===== config.mk =====
export PLATFORM = sky130hd
export DESIGN_NAME = bar_window_decode
export DESIGN_NICKNAME = d
export VERILOG_FILES = /design/src/rtl/bwd_pkg.sv /design/src/rtl/bwd_window_match.sv /design/src/rtl/bwd_select.sv /design/src/rtl/bwd_out_reg.sv /design/src/rtl/bar_window_decode.sv
export SDC_FILE = /design/constraint.sdc
export NUM_CORES = 1
export LEC_CHECK = 0
export BUFFER_PORTS_ARGS = -buffer_cell sky130_fd_sc_hd__buf_2
export CAP_MARGIN = 10
export CELL_PAD_IN_SITES_DETAIL_PLACEMENT = 1
export CELL_PAD_IN_SITES_GLOBAL_PLACEMENT = 1
export CORE_UTILIZATION = 20
export CTS_CLUSTER_DIAMETER = 30
export DETAILED_ROUTE_END_ITERATION = 7
export GPL_TIMING_DRIVEN = 0
export PLACE_DENSITY_LB_ADDON = 0.1
export SLEW_MARGIN = 20
export SYNTH_ARGS = -nofsm -noshare
export SYNTH_HDL_FRONTEND = slang
export SYNTH_SLANG_ARGS = --single-unit

===== constraint.sdc =====
create_clock -name clk -period 1.75 [get_ports clk]
set_clock_uncertainty 0.15 [all_clocks]
set_input_delay 0.0875 -clock clk [delete_from_list [all_inputs] [get_ports clk]]
set_output_delay 0.0875 -clock clk [all_outputs]
set_load 0.02 [all_outputs]

===== src/rtl/bwd_pkg.sv =====
package bwd_pkg;
   typedef enum logic [1:0] {
      WIN_NONE = 2'd0,
      WIN_MEM  = 2'd1,
      WIN_IO   = 2'd2,
      WIN_ROM  = 2'd3
   } win_sel_e;

   function automatic int max3(input int a, input int b, input int c);
      int m;
      m = (a > b) ? a : b;
      return (m > c) ? m : c;
   endfunction
endpackage


===== src/rtl/bwd_window_match.sv =====
module bwd_window_match #(
   parameter int CMP_W = 20
) (
   input  logic             enable,
   input  logic [CMP_W-1:0] addr_hi,
   input  logic [CMP_W-1:0] base_hi,
   output logic             match
);
   initial begin
      if (CMP_W < 1) $error("bwd_window_match: CMP_W must be positive");
   end

   assign match = enable && (addr_hi == base_hi);
endmodule


===== src/rtl/bwd_select.sv =====
module bwd_select
   import bwd_pkg::*;
#(
   parameter int MEM_LOG2 = 12,
   parameter int IO_LOG2  = 6,
   parameter int ROM_LOG2 = 15,
   parameter int OFS_W    = 15
) (
   input  logic             mem_match,
   input  logic             io_match,
   input  logic             rom_match,
   input  logic [OFS_W-1:0] addr_lo,
   output win_sel_e         sel,
   output logic [OFS_W-1:0] offset
);
   localparam logic [OFS_W-1:0] MEM_MASK = OFS_W'((64'd1 << MEM_LOG2) - 64'd1);
   localparam logic [OFS_W-1:0] IO_MASK  = OFS_W'((64'd1 << IO_LOG2) - 64'd1);
   localparam logic [OFS_W-1:0] ROM_MASK = OFS_W'((64'd1 << ROM_LOG2) - 64'd1);

   initial begin
      if (OFS_W < MEM_LOG2 || OFS_W < IO_LOG2 || OFS_W < ROM_LOG2)
         $error("bwd_select: OFS_W narrower than a window");
   end

   always_comb begin
      sel    = WIN_NONE;
      offset = '0;
      if (rom_match) begin
         sel    = WIN_ROM;
         offset = addr_lo & ROM_MASK;
      end else if (mem_match) begin
         sel    = WIN_MEM;
         offset = addr_lo & MEM_MASK;
      end else if (io_match) begin
         sel    = WIN_IO;
         offset = addr_lo & IO_MASK;
      end
   end
endmodule


===== src/rtl/bwd_out_reg.sv =====
module bwd_out_reg
   import bwd_pkg::*;
#(
   parameter int OFS_W = 15
) (
   input  logic             clk,
   input  logic             rst_n,
   input  logic             strobe,
   input  win_sel_e         sel,
   input  logic [OFS_W-1:0] offset,
   output logic             hit_mem,
   output logic             hit_io,
   output logic             hit_rom,
   output logic [OFS_W-1:0] hit_offset
);
   always_ff @(posedge clk) begin
      if (!rst_n || !strobe) begin
         hit_mem    <= 1'b0;
         hit_io     <= 1'b0;
         hit_rom    <= 1'b0;
         hit_offset <= '0;
      end else begin
         hit_mem    <= (sel == WIN_MEM);
         hit_io     <= (sel == WIN_IO);
         hit_rom    <= (sel == WIN_ROM);
         hit_offset <= offset;
      end
   end
endmodule


===== src/rtl/bar_window_decode.sv =====
module bar_window_decode
   import bwd_pkg::*;
#(
   parameter int ADDR_W      = 32,
   parameter int IO_ADDR_W   = 16,
   parameter int MEM_LOG2    = 12,
   parameter int IO_LOG2     = 6,
   parameter int ROM_LOG2    = 15,
   parameter bit ROM_PRESENT = 1'b1,
   parameter int OFS_W       = max3(MEM_LOG2, IO_LOG2, ROM_LOG2)
) (
   input  logic                 clk,
   input  logic                 rst_n,
   input  logic                 cmd_io_en,
   input  logic                 cmd_mem_en,
   input  logic [ADDR_W-1:0]    mem_bar_base,
   input  logic [IO_ADDR_W-1:0] io_bar_base,
   input  logic [ADDR_W-1:0]    rom_reg,
   input  logic                 req_valid,
   input  logic                 req_is_io,
   input  logic [ADDR_W-1:0]    req_addr,
   output logic                 hit_mem,
   output logic                 hit_io,
   output logic                 hit_rom,
   output logic [OFS_W-1:0]     hit_offset
);
   localparam int MEM_CMP_W = ADDR_W - MEM_LOG2;
   localparam int IO_CMP_W  = IO_ADDR_W - IO_LOG2;
   localparam int ROM_CMP_W = ADDR_W - ROM_LOG2;

   initial begin
      if (IO_ADDR_W > ADDR_W) $error("bar_window_decode: I/O width exceeds address width");
      if (MEM_LOG2 >= ADDR_W || ROM_LOG2 >= ADDR_W) $error("bar_window_decode: window too large");
      if (IO_LOG2 < 2 || IO_LOG2 >= IO_ADDR_W) $error("bar_window_decode: bad I/O window");
      if (ROM_LOG2 < 1) $error("bar_window_decode: ROM window must leave room for the enable bit");
      if (OFS_W > ADDR_W) $error("bar_window_decode: offset wider than address");
   end

   logic mem_m, io_m, rom_m;
   logic mem_space;
   win_sel_e sel;
   logic [OFS_W-1:0] sel_offset;

   assign mem_space = !req_is_io;

   bwd_window_match #(.CMP_W(MEM_CMP_W)) u_mem_match (
      .enable  (cmd_mem_en && mem_space),
      .addr_hi (req_addr[ADDR_W-1:MEM_LOG2]),
      .base_hi (mem_bar_base[ADDR_W-1:MEM_LOG2]),
      .match   (mem_m)
   );

   bwd_window_match #(.CMP_W(IO_CMP_W)) u_io_match (
      .enable  (cmd_io_en && req_is_io),
      .addr_hi (req_addr[IO_ADDR_W-1:IO_LOG2]),
      .base_hi (io_bar_base[IO_ADDR_W-1:IO_LOG2]),
      .match   (io_m)
   );

   generate
      if (ROM_PRESENT) begin : g_rom
         bwd_window_match #(.CMP_W(ROM_CMP_W)) u_rom_match (
            .enable  (cmd_mem_en && mem_space && rom_reg[0]),
            .addr_hi (req_addr[ADDR_W-1:ROM_LOG2]),
            .base_hi (rom_reg[ADDR_W-1:ROM_LOG2]),
            .match   (rom_m)
         );
      end else begin : g_no_rom
         assign rom_m = 1'b0;
      end
   endgenerate

   bwd_select #(
      .MEM_LOG2 (MEM_LOG2),
      .IO_LOG2  (IO_LOG2),
      .ROM_LOG2 (ROM_LOG2),
      .OFS_W    (OFS_W)
   ) u_select (
      .mem_match (mem_m),
      .io_match  (io_m),
      .rom_match (rom_m),
      .addr_lo   (req_addr[OFS_W-1:0]),
      .sel       (sel),
      .offset    (sel_offset)
   );

   bwd_out_reg #(.OFS_W(OFS_W)) u_out (
      .clk        (clk),
      .rst_n      (rst_n),
      .strobe     (req_valid),
      .sel        (sel),
      .offset     (sel_offset),
      .hit_mem    (hit_mem),
      .hit_io     (hit_io),
      .hit_rom    (hit_rom),
      .hit_offset (hit_offset)
   );

   logic unused_bits;
   assign unused_bits = ^{mem_bar_base[MEM_LOG2-1:0], io_bar_base[IO_LOG2-1:0],
                          rom_reg[ROM_LOG2-1:0], req_addr};
endmodule


==> impl_summary.log <==
[metrics] drc violations: 0
[metrics] category of the worst setup path capture point: register
[metrics] Clock Sink Count: 18
[metrics] Final setup violation count: 0
[metrics] final critical path time including I/O delays and setup: 1.62 ns
[metrics] path type of the worst setup path: in2reg
[metrics] Sequential cell area: 360 um2
[metrics] biggest cell delay along the critical path: 0.43 ns
[metrics] fmax: 616 MHz
[metrics] Slew Limit Fails: 0
[metrics] final critical-path setup slack: 0.127 ns
[metrics] average size of a mapped cell: 9.06 um2
[metrics] Placement Rows: 26
[metrics] Post-Synthesis Net Count: 241
[metrics] fraction of layout instances using a drive strength above 1: 46.3%
[metrics] largest buffer count on any clock path: 2
[metrics] outcome: complete, no violations
[metrics] number of hold-slack violations in the final timing report: 0
[metrics] pin count of the biggest net entering global routing: 11
[metrics] area of the core: 5240 um2
[metrics] clock power share: 28.5%
[metrics] worst hold path class: in2reg
[metrics] worst endpoint required time: 1.77 ns
[metrics] proportion of synthesized chip area in sequential cells: 32.3%
[metrics] starting DRC count in detailed routing: 5
[metrics] buffers plus inverters on the worst setup path: 3
[metrics] library cell occupying the most area in the post-synthesis netlist: sky130_fd_sc_hd__dfxtp_1
[metrics] worst ir drop on vdd: 0.171 mV
[metrics] RD Place Congestion: 0.678
[metrics] HPWL after DPL: 3.02 mm
[metrics] TritonCTS clock tree: built
[metrics] share of power burned in registers: 42.6%
[metrics] post-synth design cell area: 1110 um2
[metrics] Worst-Margin Slew: 0.531 ns
[metrics] global-route total usage across every layer: 11.8%
[metrics] Fill cells: 665
[metrics] part of the total power dissipated in combinational logic: 28.9%
[metrics] area fraction of the dominant cell type after synthesis: 32.3%
[metrics] top cell family by delay on the critical path: simple AND/OR/NAND/NOR gates
[metrics] DR vias: 1272
[metrics] H-Tree Level Count: 1
[metrics] effective utilization at floorplan: 21.3%
[metrics] most common library cell in the layout ignoring fill and taps: sky130_fd_sc_hd__buf_2
[metrics] first-pass GRT wire length: 5.65 mm
[metrics] cell breakdown of the critical path: buf_2 > xor2_1 > nor4_2 > nand4_1 > or4_1 > buf_6 > buf_6 > a31oi_1
[metrics] internal power of the cells: 730 uW
[metrics] count of distinct cell types in the synthesized netlist: 19
[metrics] DRT Pass-1 Iters: 4
[metrics] final cycle utilization of the critical path: 92.8%
[metrics] static leakage: 0.891 nW
[metrics] area of the multi-input gates: 699 um2
[metrics] via count of the first global-routing pass: 1377
[metrics] DR vias/cell: 4.03
[metrics] io pins: 136
[metrics] ratio of total power to cell area: 495 nW/um2
[metrics] FF+latch count, synth: 18
[metrics] Clock Tree Root: sky130_fd_sc_hd__clkbuf_8
[metrics] fraction of the core area covered by cells at the end of the flow: 37.1%
[metrics] Crit Path Max Fanout: 10
[metrics] number of clock buffers inserted by TritonCTS: 3
[metrics] total negative slack for setup checks: 0 ns
[metrics] worst slack, placed: -0.299 ns
[metrics] width of the chip: 76.7 um
[metrics] Warnings, synthesis: 0
[metrics] MaxCap Viol Count: 0
[metrics] final net count: 366
[metrics] Final ANT Viol Nets: 0
[metrics] RSZ-0062 raised after global routing: no
[metrics] floorplan die area: 5880 um2
[metrics] most numerous cell on the critical path: sky130_fd_sc_hd__buf_6
[metrics] y dimension of the die: 76.7 um
[metrics] routed wirelength normalized by instance count: 11.0 um
[metrics] post-CTS clock slew at the launch and capture registers of the worst setup and hold paths: 0.06 ns
[metrics] Max-Slew Margin vs Limit: 64.6%
[metrics] net switching power figure: 233 uW
[metrics] total routed wirelength: 3.47 mm
[metrics] top post-synthesis cells by area: sky130_fd_sc_hd__dfxtp_1, sky130_fd_sc_hd__xnor2_1, sky130_fd_sc_hd__xor2_1
[metrics] Area growth, synth to finish: 74.3%
[metrics] initial antenna violation count: 0
[metrics] diode count: 0
[metrics] commonest cells after routing, fill and taps aside: sky130_fd_sc_hd__buf_2, sky130_fd_sc_hd__xnor2_1, sky130_fd_sc_hd__dfxtp_1
[metrics] Post CTS Setup Buffer Count: 0
[metrics] critical path startpoint category: input pin
[metrics] total global routing overflow: 0
[metrics] Critical Path Slowest Stage Cell: sky130_fd_sc_hd__or4_1
[metrics] data arrival time of the critical path: 1.64 ns
[metrics] switch share: 24.2%
[metrics] input/output buffers: 103
[metrics] number of standard cells after synthesis: 123
[state kept, by name, indices dropped and copies added (netlist names)]
name	flops
u_out.hit_offset	15
u_out.hit_rom	1
u_out.hit_mem	1
u_out.hit_io	1
[repair_timing]
| item | 4_1_cts | 5_1_grt |
|---|---|---|
| hold buffers | 17 | 0 |
| resized for setup | 1 | 3 |
| setup endpoints to repair | 3 | 11 |
| endpoints found under the hold margin | 17 | 0 |
[power groups by stage]
stage | registers, mW | logic [mW] | clock network, mW
global route | 0.409 | 0.308 | 0.306
CTS | 0.410 | 0.282 | 0.286
finish | 0.410 | 0.279 | 0.274
detailed placement | 0.419 | 0.251 | 0
global placement | 0.419 | 0.250 | 0
floorplan | 0.419 | 0.112 | 0
[stage by stage]
stage               power [mW]  hold slack, ns  cells  instance area (um2)
detailed placement       0.669           0.166    296                 1720
global route              1.02           0.163    316                 1940
floorplan                0.531          0.0537    123                 1110
CTS                      0.978           0.130    316                 1940
finish                   0.962           0.134    316                 1940
global placement         0.668           0.172    296                 1720
[metal layers]
layer | vias up | global-route usage [%] | wire [um]
li1 | 663 | - | -
met1 | 538 | 12.1 | 1380
met5 | - | 0 | 0
met3 | 2 | 2.14 | 294
met2 | 69 | 23.1 | 1760
met4 | 0 | 4.62 | 35
[logic make-up after synthesis]
logic type | count (synthesis) | synth area share, %
xor+xnor | 47 | 36.9
simple gates | 32 | 17.3
flops | 18 | 32.3
buf+inv | 14 | 6.06
compound gates | 12 | 7.41
[cells in the mapped netlist]
library cell and count:
sky130_fd_sc_hd__xor2_1 10, sky130_fd_sc_hd__xnor2_1 37, sky130_fd_sc_hd__buf_6 2, sky130_fd_sc_hd__or4_1 1
sky130_fd_sc_hd__nor3_2 3, sky130_fd_sc_hd__nand4_1 10, sky130_fd_sc_hd__and2_1 1, sky130_fd_sc_hd__clkbuf_1 2
sky130_fd_sc_hd__a211oi_1 6, sky130_fd_sc_hd__a31oi_1 6, sky130_fd_sc_hd__buf_1 1, sky130_fd_sc_hd__nor2b_1 1
sky130_fd_sc_hd__nor2_1 1, sky130_fd_sc_hd__inv_1 9, sky130_fd_sc_hd__nand3_1 2, sky130_fd_sc_hd__nand2_1 7
sky130_fd_sc_hd__nor4_1 4, sky130_fd_sc_hd__nor3b_1 2, sky130_fd_sc_hd__dfxtp_1 18
[worst paths after layout]
path  slack (ns)        startpoint                  end  cells after the start
max         0.13      req_addr[29]  u_out.hit_offset[4]                      8
min         0.13  mem_bar_base[28]  u_out.hit_offset[8]                      4
[layout make-up]
type	count	area share, %
plain buffers	5	1.80
clock buffers	3	2.12
inverters	9	1.74
multi-input cells	91	36.0
flip-flops and latches	18	18.5
well taps	70	4.51
repair buffers	120	35.3
Note: power is estimated with default switching activity, not from simulation.
